[config.mk]
export PLATFORM = sky130hd
export DESIGN_NAME = load_switch_supervisor
export DESIGN_NICKNAME = d
export VERILOG_FILES = /design/src/rtl/lss_pkg.sv /design/src/rtl/lss_sync.sv /design/src/rtl/lss_uvlo.sv /design/src/rtl/lss_thermal.sv /design/src/rtl/lss_fault_deglitch.sv /design/src/rtl/load_switch_supervisor.sv
export SDC_FILE = /design/constraint.sdc
export NUM_CORES = 1
export LEC_CHECK = 0
export BUFFER_PORTS_ARGS = -buffer_cell sky130_fd_sc_hd__buf_2
export CAP_MARGIN = 20
export CORE_UTILIZATION = 55
export DETAILED_ROUTE_END_ITERATION = 10
export GPL_ROUTABILITY_DRIVEN = 0
export PLACE_DENSITY = 0.83
export SKIP_LAST_GASP = 1
export SYNTH_ARGS = -nofsm -noshare
export SYNTH_HDL_FRONTEND = slang
export SYNTH_SLANG_ARGS = --single-unit
[constraint.sdc]
create_clock -name clk -period 4.63 [get_ports clk]
set_input_delay 0.926 -clock clk [delete_from_list [all_inputs] [get_ports clk]]
set_output_delay 0.926 -clock clk [all_outputs]
set_load 0.02 [all_outputs]
[src/rtl/lss_pkg.sv]
package lss_pkg;

   // Lower edge of a hysteresis band: the level below which an accepted
   // condition is dropped again.
   function automatic int unsigned lower_edge(int unsigned thr, int unsigned hyst);
      return thr - hyst;
   endfunction

   typedef enum logic [1:0] {
      SW_OFF  = 2'd0,
      SW_ON   = 2'd1,
      SW_HOT  = 2'd2
   } sw_state_e;

endpackage

[src/rtl/lss_sync.sv]
module lss_sync #(
   parameter int W      = 1,
   parameter int STAGES = 2
) (
   input  logic         clk,
   input  logic         rst,
   input  logic [W-1:0] d_i,
   output logic [W-1:0] q_o
);
   logic [STAGES-1:0][W-1:0] chain_q;

   always_ff @(posedge clk) begin
      if (rst) chain_q <= '0;
      else     chain_q <= {chain_q[STAGES-2:0], d_i};
   end

   assign q_o = chain_q[STAGES-1];
endmodule

[src/rtl/lss_uvlo.sv]
module lss_uvlo #(
   parameter int W    = 8,
   parameter int RISE = 200,
   parameter int HYST = 6
) (
   input  logic         clk,
   input  logic         rst,
   input  logic [W-1:0] code_i,
   output logic         ok_o
);
   localparam logic [W-1:0] RISE_C = W'(RISE);
   localparam logic [W-1:0] LO_C   = W'(lss_pkg::lower_edge(RISE, HYST));

   logic ok_q;

   always_ff @(posedge clk) begin
      if (rst)                  ok_q <= 1'b0;
      else if (!ok_q)           ok_q <= (code_i >= RISE_C);
      else if (code_i < LO_C)   ok_q <= 1'b0;
   end

   assign ok_o = ok_q;

   p_rise_r2: assert property (@(posedge clk) disable iff (rst)
      (!ok_q && code_i < RISE_C) |=> !ok_q);
   p_hold_r3: assert property (@(posedge clk) disable iff (rst)
      (ok_q && code_i >= LO_C) |=> ok_q);
endmodule

[src/rtl/lss_thermal.sv]
module lss_thermal #(
   parameter int W        = 8,
   parameter int TRIP_NRM = 155,
   parameter int TRIP_LIM = 135,
   parameter int HYST     = 20
) (
   input  logic         clk,
   input  logic         rst,
   input  logic [W-1:0] temp_i,
   input  logic         limiting_i,
   output logic         shut_o,
   output logic         lim_trip_o,
   output logic         restart_o
);
   localparam logic [W-1:0] NRM_C  = W'(TRIP_NRM);
   localparam logic [W-1:0] LIM_C  = W'(TRIP_LIM);
   localparam logic [W-1:0] HYST_C = W'(HYST);

   logic         shut_q, lim_trip_q, restart_q;
   logic [W-1:0] lvl_q;
   logic [W-1:0] trip_now;
   logic [W-1:0] cool_lvl;

   assign trip_now = limiting_i ? LIM_C : NRM_C;
   assign cool_lvl = lvl_q - HYST_C;

   always_ff @(posedge clk) begin
      if (rst) begin
         shut_q     <= 1'b0;
         lim_trip_q <= 1'b0;
         restart_q  <= 1'b0;
         lvl_q      <= NRM_C;
      end else begin
         restart_q <= 1'b0;
         if (!shut_q) begin
            if (temp_i >= trip_now) begin
               shut_q     <= 1'b1;
               lim_trip_q <= limiting_i;
               lvl_q      <= trip_now;
            end
         end else if (temp_i <= cool_lvl) begin
            shut_q     <= 1'b0;
            lim_trip_q <= 1'b0;
            restart_q  <= 1'b1;
         end
      end
   end

   assign shut_o     = shut_q;
   assign lim_trip_o = lim_trip_q;
   assign restart_o  = restart_q;

   p_trip_r4: assert property (@(posedge clk) disable iff (rst)
      (!shut_q && temp_i >= trip_now) |=> shut_q);
   p_stay_hot_r5: assert property (@(posedge clk) disable iff (rst)
      (shut_q && temp_i > cool_lvl) |=> shut_q);
   p_restart_once_r5: assert property (@(posedge clk) disable iff (rst)
      restart_q |-> (!shut_q && $past(shut_q)));
endmodule

[src/rtl/lss_fault_deglitch.sv]
module lss_fault_deglitch #(
   parameter int DG_CYCLES = 400000
) (
   input  logic clk,
   input  logic rst,
   input  logic arm_i,
   input  logic cause_i,
   input  logic fast_i,
   input  logic restart_i,
   output logic flag_o
);
   localparam int CW = (DG_CYCLES > 2) ? $clog2(DG_CYCLES) : 1;
   localparam logic [CW-1:0] LAST = CW'(DG_CYCLES - 1);

   logic          flg_q;
   logic [CW-1:0] cnt_q;

   always_ff @(posedge clk) begin
      if (rst) begin
         flg_q <= 1'b0;
         cnt_q <= '0;
      end else if (!arm_i) begin
         flg_q <= 1'b0;
         cnt_q <= '0;
      end else if (restart_i) begin
         cnt_q <= '0;
      end else if (!flg_q) begin
         if (fast_i) begin
            flg_q <= 1'b1;
            cnt_q <= '0;
         end else if (cause_i) begin
            if (cnt_q == LAST) begin
               flg_q <= 1'b1;
               cnt_q <= '0;
            end else begin
               cnt_q <= cnt_q + 1'b1;
            end
         end else begin
            cnt_q <= '0;
         end
      end else begin
         if (cause_i) begin
            cnt_q <= '0;
         end else if (cnt_q == LAST) begin
            flg_q <= 1'b0;
            cnt_q <= '0;
         end else begin
            cnt_q <= cnt_q + 1'b1;
         end
      end
   end

   assign flag_o = flg_q;

   p_no_early_r6: assert property (@(posedge clk) disable iff (rst)
      $rose(flg_q) |-> ($past(fast_i) || $past(cnt_q) == LAST));
   p_short_clear_r7: assert property (@(posedge clk) disable iff (rst)
      (arm_i && !flg_q && !cause_i && !fast_i) |=> (cnt_q == '0));
   p_fast_r8: assert property (@(posedge clk) disable iff (rst)
      (arm_i && fast_i) |=> flg_q);
   p_release_r9: assert property (@(posedge clk) disable iff (rst)
      ($fell(flg_q) && $past(arm_i)) |-> ($past(cnt_q) == LAST && !$past(cause_i)));
   p_drop_r10: assert property (@(posedge clk) disable iff (rst)
      !arm_i |=> (!flg_q && cnt_q == '0));
   p_no_cause_r11: assert property (@(posedge clk) disable iff (rst)
      (!flg_q && !cause_i && !fast_i) |=> !flg_q);
endmodule

[src/rtl/load_switch_supervisor.sv]
module load_switch_supervisor #(
   parameter int VIN_W       = 8,
   parameter int TEMP_W      = 8,
   parameter int UV_RISE     = 200,
   parameter int UV_HYST     = 6,
   parameter int TSD_NORM    = 155,
   parameter int TSD_LIM     = 135,
   parameter int TSD_HYST    = 20,
   parameter int DG_CYCLES   = 400000,
   parameter int SYNC_STAGES = 2
) (
   input  logic              clk,
   input  logic              rst,
   input  logic              en_i,
   input  logic              ilim_i,
   input  logic [VIN_W-1:0]  vin_code_i,
   input  logic [TEMP_W-1:0] temp_code_i,
   output logic              gate_en_o,
   output logic              fault_drive_o
);
   import lss_pkg::*;

   localparam int SW = 2 + VIN_W + TEMP_W;

   // Elaboration-time parameter checks
   if (SYNC_STAGES < 2) begin : g_chk_sync
      $error("SYNC_STAGES must be at least 2");
   end
   if (DG_CYCLES < 2) begin : g_chk_dg
      $error("DG_CYCLES must be at least 2");
   end
   if (UV_HYST >= UV_RISE || UV_RISE >= (1 << VIN_W)) begin : g_chk_uv
      $error("supply thresholds do not fit VIN_W");
   end
   if (TSD_HYST >= TSD_LIM || TSD_LIM > TSD_NORM || TSD_NORM >= (1 << TEMP_W)) begin : g_chk_tsd
      $error("thermal thresholds inconsistent");
   end

   logic [SW-1:0]     raw_bus, syn_bus;
   logic              en_s, ilim_s;
   logic [VIN_W-1:0]  vin_s;
   logic [TEMP_W-1:0] temp_s;
   logic              vin_ok, shut, lim_trip, restart, flag;
   logic              limiting, arm, cause;
   sw_state_e         sw_q;
   logic              gate_q;

   assign raw_bus = {en_i, ilim_i, vin_code_i, temp_code_i};

   lss_sync #(.W(SW), .STAGES(SYNC_STAGES)) u_sync (
      .clk(clk), .rst(rst), .d_i(raw_bus), .q_o(syn_bus)
   );

   assign {en_s, ilim_s, vin_s, temp_s} = syn_bus;

   lss_uvlo #(.W(VIN_W), .RISE(UV_RISE), .HYST(UV_HYST)) u_uvlo (
      .clk(clk), .rst(rst), .code_i(vin_s), .ok_o(vin_ok)
   );

   assign limiting = ilim_s & gate_q;

   lss_thermal #(.W(TEMP_W), .TRIP_NRM(TSD_NORM), .TRIP_LIM(TSD_LIM), .HYST(TSD_HYST)) u_therm (
      .clk(clk), .rst(rst), .temp_i(temp_s), .limiting_i(limiting),
      .shut_o(shut), .lim_trip_o(lim_trip), .restart_o(restart)
   );

   // Switch state: off, conducting, or held off by the thermal loop
   always_ff @(posedge clk) begin
      if (rst) begin
         sw_q <= SW_OFF;
      end else if (!(en_s && vin_ok)) begin
         sw_q <= SW_OFF;
      end else if (shut) begin
         sw_q <= SW_HOT;
      end else begin
         sw_q <= SW_ON;
      end
   end

   assign gate_q = (sw_q == SW_ON);
   assign arm    = en_s & vin_ok;
   assign cause  = limiting | shut;

   lss_fault_deglitch #(.DG_CYCLES(DG_CYCLES)) u_dg (
      .clk(clk), .rst(rst), .arm_i(arm), .cause_i(cause),
      .fast_i(shut & lim_trip), .restart_i(restart), .flag_o(flag)
   );

   assign gate_en_o     = gate_q;
   assign fault_drive_o = flag & arm;

   p_gate_supply_r2: assert property (@(posedge clk) disable iff (rst)
      gate_q |-> $past(vin_ok));
   p_gate_hot_r4: assert property (@(posedge clk) disable iff (rst)
      shut |=> !gate_q);
   p_gate_late_r5: assert property (@(posedge clk) disable iff (rst)
      $rose(gate_q) |-> (!$past(shut) && !shut));
   p_gate_drop_r10: assert property (@(posedge clk) disable iff (rst)
      !arm |=> !gate_q);
endmodule

## Yosys cells after proc, flatten, opt, wreduce, memory -nomap -nowiden

Index checks and enable logic that the tools add are counted.

- Flip-flop bits (word level): 70
- Output and inout bits: 2
- Input bits: 20
- Word-level logic and storage cells: 57

- Reduce and logical (&&, ||, !) cells: 8
- Add/subtract/negate cells: 2
- Bitwise logic cells: 8
- Multiplexer cells: 22
- Magnitude comparators: 4
- Equal/unequal tests: 3

Operators by type and width:

| operator | number |
|---|---|
| $mux W19 | 5 |
| $add A19 B1 Y19 const B | 1 |
| $eq A19 B19 Y1 const B | 1 |
| $mux W1 | 15 |
| $ge A8 B8 Y1 | 1 |
| $ge A8 B8 Y1 const B | 1 |
| $le A8 B8 Y1 | 1 |
| $lt A8 B8 Y1 const B | 1 |
| $sub A8 B5 Y8 const B | 1 |
| $reduce_or A2 Y1 | 3 |
| $mux W5 | 1 |
| $and A1 B1 Y1 | 4 |
| $reduce_and A2 Y1 | 2 |
| $not A1 Y1 | 3 |
| $reduce_or A3 Y1 | 1 |
| $eq A2 B1 Y1 const B | 1 |
| $mux W2 | 1 |
| $ne A2 B2 Y1 const B | 1 |
| $reduce_bool A2 Y1 | 1 |
| $logic_and A1 B1 Y1 | 1 |
| $or A1 B1 Y1 | 1 |

## Depth between registers and ports, before layout

Gate-level depths: netlist of the first run.

- Depth after elaboration: 6
- Gate-level depth with buffers: 8
- Mapped depth without buffers: 8

## Hierarchy

Synthesis of the first run repeated with hierarchy kept, for this count alone.

- Cells, all modules: 267
- Area total of the unflattened synthesis: 2,688.8 um^2

Modules (own cells, without submodules):

| module | area each (um^2) | sequential area each (um^2) | instances | cells an instance |
|---|---|---|---|---|
| lss_sync | 1,129.8 | 720.7 | 1 | 93 |
| lss_fault_deglitch | 987.2 | 400.4 | 1 | 108 |
| lss_thermal | 434.2 | 100.1 | 1 | 50 |
| load_switch_supervisor | 96.3 | 40.0 | 1 | 11 |
| lss_uvlo | 41.3 | 20.0 | 1 | 5 |

## Worst setup path before layout of the first run

OpenSTA, ideal clock, no wires.

- Path type: input to register
- Start: in rst
- End: reg u_dg.cnt_q[10]
- Setup time: 0.078 ns
- Setup slack: 2.710 ns
- Arrival time: 1.842 ns
- Path buffers: 1
- Cell stages on the path: 5
- Data required time: 4.552 ns
- Path through: nand3b_1 nor2_1 o311ai_2 clkbuf_1 nor3_1

- Cells in the longest elaborated chain, start to end: 1

Ends and longest elaborated chain:

| what | line | text |
|---|---|---|
| start, declared | load_switch_supervisor.sv:13 | `input logic rst,` |
| $reduce_or A3 Y1 (no line) | -- |  |
| end signal, assigned | lss_fault_deglitch.sv:36 | `cnt_q <= cnt_q + 1'b1;` |
| end signal, assigned | lss_fault_deglitch.sv:48 | `cnt_q <= cnt_q + 1'b1;` |
| end, declared | lss_fault_deglitch.sv:16 | `logic [CW-1:0] cnt_q;` |

Every way passes these cells.
A chain may end at the register's enable or synchronous reset.

## Worst setup path in the final report of the first run

- Start: reg u_dg.cnt_q[5]
- End: reg u_dg.flg_q, in the netlist u_dg.flag_o

- Cells in the longest elaborated chain, start to end: 5
- Elaborated cells on any way between the ends: 7
- Those cells by class: eq/ne: 1; mux: 6

Ends and longest elaborated chain:

| what | line | text |
|---|---|---|
| $eq A19 B19 Y1 (*) | lss_fault_deglitch.sv:32, lss_fault_deglitch.sv:44 |  |
| $mux W1 | lss_fault_deglitch.sv:32 | `if (cnt_q == LAST) begin` |
| $mux W1 | lss_fault_deglitch.sv:31 | `end else if (cause_i) begin` |
| $mux W1 | lss_fault_deglitch.sv:28 | `if (fast_i) begin` |
| $mux W1 (*) | lss_fault_deglitch.sv:27 | `end else if (!flg_q) begin` |
| end signal, assigned | lss_fault_deglitch.sv:23 | `flg_q <= 1'b0;` |
| end signal, assigned | lss_fault_deglitch.sv:29 | `flg_q <= 1'b1;` |
| end signal, assigned | lss_fault_deglitch.sv:33 | `flg_q <= 1'b1;` |
| end, declared | lss_fault_deglitch.sv:15 | `logic flg_q;` |

Mark *: on every way between the ends. The rest lies on a longest branch, timed or not.

==> impl_metrics.tcl, run 1 <==
set metrics [dict create \
    vias_per_cell 5.477 \
    timing.critical_path.from "u_dg.cnt_q[5]" \
    relSlewSlack 0.3458 \
    critPathKind "flop to flop" \
    dp.final_hpwl_um 2742 \
    hp-class "flop to flop" \
    rsz_0062_raised_after_global_routing "false" \
    final_cell_mix "62 x dfxtp_1, 37 x nor2b_1, 20 x buf_2" \
    io_buffers 20 \
    power.leakage_nw 1.005 \
    antenna_cells 0 \
    crit_required_ns 4.79 \
    yosysUniqueCellTypes 38 \
    drcViolationCount 0 \
    timing.critical_path.to_type "flop" \
    sequential_cell_area_fraction_in_the_yosys_report 0.5172 \
    wire_length_of_the_first_global_routing_pass_um 6713 \
    detailroute.via_count 1758 \
    tightestPinTransition_ns 0.9760 \
    cts.hold.buffers_added 0 \
    outcome "completed" \
    max_freq_mhz 448.4 \
    yosys_synthesis_warning_count 0 \
    detailedRoute.firstIterationViolations 119 \
    detail_route.wl_per_cell_um 12.45 \
    top_level_ports 22 \
    layout.cells.most_common "dfxtp_1" \
    instance_count_of_the_mapped_netlist 243 \
    grt_max_degree 43 \
    synthesis_stage_register_bit_count 62 \
    die_height_um 68.06 \
    critical_path.max_stage_delay_ns 0.76 \
    cts_buffer_depth 2 \
    global_route.usage.total 0.2046 \
    flow.area_growth_from_synthesis_pct 13.66 \
    power.ir.vdd_worst_uv 255.6 \
    finalCritPeriodShare 0.4817 \
    worst_path_max_delay_cell "nor3_2" \
    path_max_fanout 16 \
    syn-num-nets 274 \
    post-cts-setup-buffers 0 \
    synth_area_um2 2400 \
    final_nets 298 \
    cts_tree "yes" \
    floorplan.core_area_um2 4086 \
    placedInstanceArea_um2 2539 \
    max_cap_violations 0 \
    report.final.setup_viol 0 \
    post-route-min-period_ns 2.230 \
    floorplan.die.width_um 68.06 \
    post_cts.resized_instances 0 \
    setup-tns-final_ns 0 \
    hold_path.startpoint "u_sync.chain_q[7]" \
    floorplan.initialDensity 0.5873 \
    grt_pass1_vias 1570 \
    postRouteAntennaNets 0 \
    crit-reg2reg-launch "u_dg.cnt_q[5]" \
    final.setup_skew_ns 0.007357 \
    htree_levels 3 \
    tritoncts.num_buffers 9 \
    postSynthAreaPerCell_um2 9.876 \
    post-route-util 0.6675 \
    worst_hold_slack_after_final_layout_ns 0.4333 \
    worst_ep_arrival_time_ns 2.39 \
    final-max-slew-violation-count 0 \
    dieArea_um2 4631 \
    antenna_found_initial 0 \
    post_route_cells_drive_above_1_share 0.1439 \
    cts.sink_count 62 \
    final_area_um2 2728 \
    finalHoldViolCount 0 \
    path_clk_slew_ns 0.07 \
    source_to_sink_clock_delay_at_the_later_pin_of_the_worst_skew_pair_ns 0.33 \
    rows 23 \
    category_of_the_worst_setup_path_launch_point "flop" \
    grt_overflow 0 \
    drt_wl_total_um 3997 \
    crit_chain "nand2_1, or4_1, nor3_2, a311oi_1" \
    cts.root.buffer_cell "clkbuf_8" \
    detail_route.first_pass.iterations 4 \
    power-per-cell-area_nw_per_um2 377.0 \
]
-- Yosys cell counts, drive strengths merged --
library cell | number | area share
o41a | 1 | 0.0047
a21boi | 1 | 0.0031
o31ai | 1 | 0.0031
a21o | 2 | 0.0063
a21oi | 7 | 0.015
xnor2 | 7 | 0.026
a311oi | 1 | 0.0037
nor2b | 37 | 0.096
o221ai | 1 | 0.0037
or3 | 7 | 0.018
buf | 1 | 0.0021
nand2 | 11 | 0.017
o211ai | 1 | 0.0031
nor4b | 1 | 0.0037
nor3b | 2 | 0.0063
nand4b | 1 | 0.0037
dfxtp | 62 | 0.52
ha | 11 | 0.057
and4 | 2 | 0.0073
nand4 | 7 | 0.021
o21ai | 7 | 0.015
nor4 | 2 | 0.0052
xor2 | 5 | 0.018
inv | 9 | 0.014
a31oi | 1 | 0.0026
clkbuf | 7 | 0.011
and3 | 1 | 0.0026
a211oi | 6 | 0.019
or4 | 3 | 0.0094
or2 | 1 | 0.0026
nand3b | 3 | 0.0094
nand3 | 8 | 0.017
nor2 | 11 | 0.017
o311ai | 1 | 0.0068
o32ai | 1 | 0.0037
nor3 | 13 | 0.029
-- routing by layer --
layer / GRT usage / wire, um / up-vias
met5: 0 / 0 / -
met4: 0.1068 / 105 / 0
met3: 0.08333 / 194 / 11
met2: 0.3297 / 1879 / 32
met1: 0.2304 / 1817 / 814
li1: - / - / 901
-- power breakdown --
part           switching, mW  total [mW]  internal (mW)
sequential           0.00452       0.552          0.547
clock                  0.190       0.448          0.258
combinational         0.0128      0.0286         0.0158
total                  0.207        1.03          0.821
-- logic make-up after synthesis --
logic type	synth area share
adder cells (fa/ha/maj)	0.05735
buffers and inverters	0.02711
flip-flops	0.5172
AO/OA/AOI/OAI	0.08864
AND/OR/NAND/NOR	0.2659
XOR/XNOR	0.04380
-- metrics by stage --
step / power, mW / setup slack (ns) / instances
final: 1.028 / 2.400 / 321
after global routing: 1.073 / 2.248 / 321
after CTS: 1.043 / 2.414 / 321
after detailed placement: 0.5930 / 2.229 / 306
after global placement: 0.5908 / 2.252 / 306
after floorplan: 0.5809 / 2.710 / 243
-- final timing paths --
path	end	cells past startpoint	slack, ns
max reg2reg	u_dg.flag_o	4	2.40
max	u_dg.flag_o	4	2.40
min reg2reg	u_sync.q_o[7]	1	0.43
min	u_sync.q_o[7]	1	0.43
-- flip-flops by register name (all words and copies together), names as in the netlist --
name,cells
u_therm.shut_o,1
u_sync.q_o,17
u_dg.cnt_q,19
u_dg.flag_o,1
u_sync.chain_q,17
u_therm.lim_trip_o,1
u_therm.lvl_q,2
u_therm.restart_o,1
u_uvlo.ok_o,1
sw_q,2
-- cell type report --
cell class              instances  area, um2
flip-flops and latches         62       1241
inverters                       9      33.78
clock inverters                 4      47.55
well taps                      50      62.56
multi-input cells             164       1094
fillers                       341       1359
clock buffers                  11      141.4
repair buffers                 21      107.6
-- critical path: cells and delay by family, from the launching register on --
family	cells	cell delay, ns
flops	1	0.43
compound gates	1	0.25
simple gates	3	1.38
(Power assumes the default switching activity.)
==> run 2: changes to the inputs <==
--- a/config.mk
+++ b/config.mk
@@ -5,9 +5,10 @@
 export SDC_FILE = /design/constraint.sdc
 export NUM_CORES = 1
 export LEC_CHECK = 0
+export ABC_AREA = 1
 export BUFFER_PORTS_ARGS = -buffer_cell sky130_fd_sc_hd__buf_2
 export CAP_MARGIN = 20
-export CORE_UTILIZATION = 55
+export CORE_UTILIZATION = 53
 export DETAILED_ROUTE_END_ITERATION = 10
 export GPL_ROUTABILITY_DRIVEN = 0
 export PLACE_DENSITY = 0.83
==> constraint.sdc (replaced) <==
create_clock -name clk -period 2 [get_ports clk]
set_input_delay 0.4 -clock clk [delete_from_list [all_inputs] [get_ports clk]]
set_output_delay 0.4 -clock clk [all_outputs]
set_load 0.02 [all_outputs]
==> run 2 against run 1 <==
  * Largest power group unchanged
  * Critical path depth rose by 8
  * Utilization fell by 2.6 points
  * First-iteration DRC count fell by 52%
  * Sequential share of layout area fell by 5.0 points
  * Combinational power rose to 2.6 times the previous value
  * Largest cell class unchanged
  * Sequential cell count did not move
  * Power rose to 2.5 times the previous value
==> impl_metrics.tcl, run 2 <==
set metrics [dict create \
    post-route-min-period_ns 1.716 \
    relSlewSlack 0.7674 \
    cts_buffer_depth 2 \
    postRouteAntennaNets 0 \
    detail_route.first_pass.iterations 4 \
    top_level_ports 22 \
    synth-edff-count 0 \
    dp.final_hpwl_um 3163 \
    min_to "u_sync.chain_q[7]" \
    timing.critical_path.buf_inv 2 \
    reg2reg_capture_point "u_therm.lim_trip_o" \
    detailedRoute.firstIterationViolations 57 \
    crit-reg2reg-launch "u_therm.lvl_q[3]" \
    detail_route.wl_per_cell_um 9.746 \
    max_freq_mhz 582.9 \
    worst_ep_arrival_time_ns 1.93 \
    max_cap_violations 0 \
    crit_required_ns 2.22 \
    source_to_sink_clock_delay_at_the_later_pin_of_the_worst_skew_pair_ns 0.34 \
    largest_register_ffs 19 \
    vias_per_cell 4.589 \
    post-cts-setup-buffers 0 \
    synthTopCellsByCount "74 x inv_1, 62 x dfxtp_1, 60 x nand2_1" \
    power.leakage_nw 1.431 \
    routed-wl-met2_um 2163 \
    grt_pass1_vias 1990 \
    sequential_cell_area_fraction_in_the_yosys_report 0.4629 \
    io_buffers 20 \
    report.final.setup_viol 0 \
    global_route.usage.total 0.1978 \
    antenna_found_initial 0 \
    htree_levels 3 \
    timing.reg2reg.setup_slack_ns 0.28 \
    critPathMostFrequentCell "nand2_1" \
    post-route-util 0.6410 \
    finish.cell_count_without_fillers 453 \
    finalCritPeriodShare 0.8578 \
    yosysUniqueCellTypes 29 \
    met3WireLength_um 216 \
    timing.critical_path.to_type "flop" \
    final-max-slew-violation-count 0 \
    hp-class "input pin to flop" \
    critical_path.max_stage_delay_ns 0.39 \
    power.ir.vdd_worst_uv 816.3 \
    synthMostInstantiatedCell "inv_1" \
    yosys_synthesis_warning_count 0 \
    floorplan.initialDensity 0.5603 \
    placedInstanceArea_um2 2836 \
    flow.area_growth_from_synthesis_pct 14.42 \
    antenna_cells 0 \
    ys.flop_type "dfxtp_1" \
    setup-tns-final_ns 0 \
    postSynthAreaPerCell_um2 7.553 \
    hold_depth 3 \
    asyncSetResetFlopFracSynth 0 \
    cts.sink_count 62 \
    path_max_fanout 4 \
    detail_route.wirelength.met1_um 1943 \
    rows 25 \
    finalHoldViolCount 0 \
    post-synth-top-area-fraction 0.4629 \
    post_cts.resized_instances 0 \
    power-per-cell-area_nw_per_um2 850.8 \
    syn-num-nets 386 \
    path_clk_slew_ns 0.07 \
    layout.cells.most_common "inv_1" \
    final_area_um2 3068 \
    outcome "completed" \
    die_height_um 73.13 \
    final_cell_mix "74 x inv_1, 62 x dfxtp_1, 60 x nand2_1" \
    hold_path.startpoint "temp_code_i[7]" \
    final_nets 412 \
    floorplan.die.width_um 73.13 \
    final.setup_skew_ns 0.007105 \
    cts.root.buffer_cell "clkbuf_8" \
    placedCellCount 437 \
    synth.largest_area_cell "dfxtp_1" \
    drcViolationCount 0 \
    drt_wl_total_um 4415 \
    grt_overflow 0 \
    floorplan.core_area_um2 4786 \
    cts_tree "yes" \
    post_synth_main_area_contributors "dfxtp_1 46%, inv_1 10%, nand2_1 8.4%" \
    synthesis_stage_register_bit_count 62 \
    cts.hold.buffers_added 0 \
    post_route_cells_drive_above_1_share 0.1788 \
    grt_max_degree 39 \
    instance_count_of_the_mapped_netlist 355 \
    dieArea_um2 5347 \
    critPathKind "flop to flop" \
    wire_length_of_the_first_global_routing_pass_um 7824 \
    highest-signal-layer "met4" \
    detailroute.via_count 2079 \
    crit_chain "inv_1, ha_1, inv_1, ha_1, nand2_1, nand2_1, nand2_1, nand3_1, nand2_1, nand2_1, nand3_1, a21oi_1" \
    worst_path_max_delay_cell "dfxtp_1" \
    tightestPinTransition_ns 0.3489 \
    tritoncts.num_buffers 9 \
    worst_hold_slack_after_final_layout_ns 0.2576 \
    category_of_the_worst_setup_path_launch_point "flop" \
    num-fill-cells 366 \
    synth_area_um2 2681 \
    top_register "u_dg.cnt_q" \
    rsz_0062_raised_after_global_routing "false" \
    timing.reg2reg.worst_path_depth 12 \
    crit_family "adder cells" \
]
## run 2: cell count changes in the layout (fill, tap and decap cells not counted), sizes merged, moves of 3 or more
cell | before | now
nand3 | 8 | 18
or4 | 3 | 0
or3 | 7 | 0
nand2 | 11 | 64
nor2b | 37 | 0
xnor2 | 7 | 1
nor2 | 11 | 77
inv | 9 | 77
a211oi | 6 | 0
## run 2: stage by stage
step	worst slack [ns]	power [mW]
finish	0.2844	2.610
global route	0.08427	2.706
CTS	0.2657	2.637
detailed placement	0.2818	1.380
global placement	0.3529	1.374
floorplan	0.4563	1.352
## run 2: cells by family after synthesis
group	Yosys count	share of synthesized area
xor+xnor	7	0.02287
flops	62	0.4629
simple gates	177	0.3127
compound gates	15	0.02846
fa+ha+maj	11	0.05133
buf+inv	83	0.1218
## run 2: report_power, final
group | internal (mW) | total [mW] | switching [mW]
logic | 0.0331 | 0.0743 | 0.0412
registers | 1.27 | 1.28 | 0.0102
clock network | 0.744 | 1.26 | 0.516
total | 2.04 | 2.61 | 0.567
## run 2: tightest hold or removal path, delay by kind of cell
kind                   cells  cell delay, ns
buffers and inverters      2            0.10
AND/OR/NAND/NOR            1            0.06
## run 2: worst max path at each step
stage / depth (start not counted) / slack, ns / end / from
after floorplan: 12 / 0.46 / u_therm.lim_trip_o / u_therm.lvl_q[3]
after global placement: 12 / 0.35 / u_therm.lim_trip_o / u_therm.lvl_q[3]
after detailed placement: 12 / 0.28 / u_therm.lim_trip_o / u_therm.lvl_q[3]
after CTS: 12 / 0.27 / u_therm.lim_trip_o / u_therm.lvl_q[3]
after global routing: 15 / 0.08 / u_therm.lvl_q[3] / sw_q[1]
final: 12 / 0.28 / u_therm.lim_trip_o / u_therm.lvl_q[3]
## run 2: area by class of cell
cell class,instances,area [um2],share of cell area
Sequential cell,62,1241,0.4046
Multi-Input combinational cell,210,1114,0.3630
Inverter,77,290.3,0.09462
Clock buffer,10,137.6,0.04486
Timing Repair Buffer,21,107.6,0.03507
Clock inverter,6,93.84,0.03059
Tap cell,67,83.83,0.02732
## run 2: per-layer routing
layer  up-vias  track usage
li1       1111            -
met1       913       0.2028
met2        44       0.3508
met3        11      0.07044
met4         0       0.1046
met5         -            0
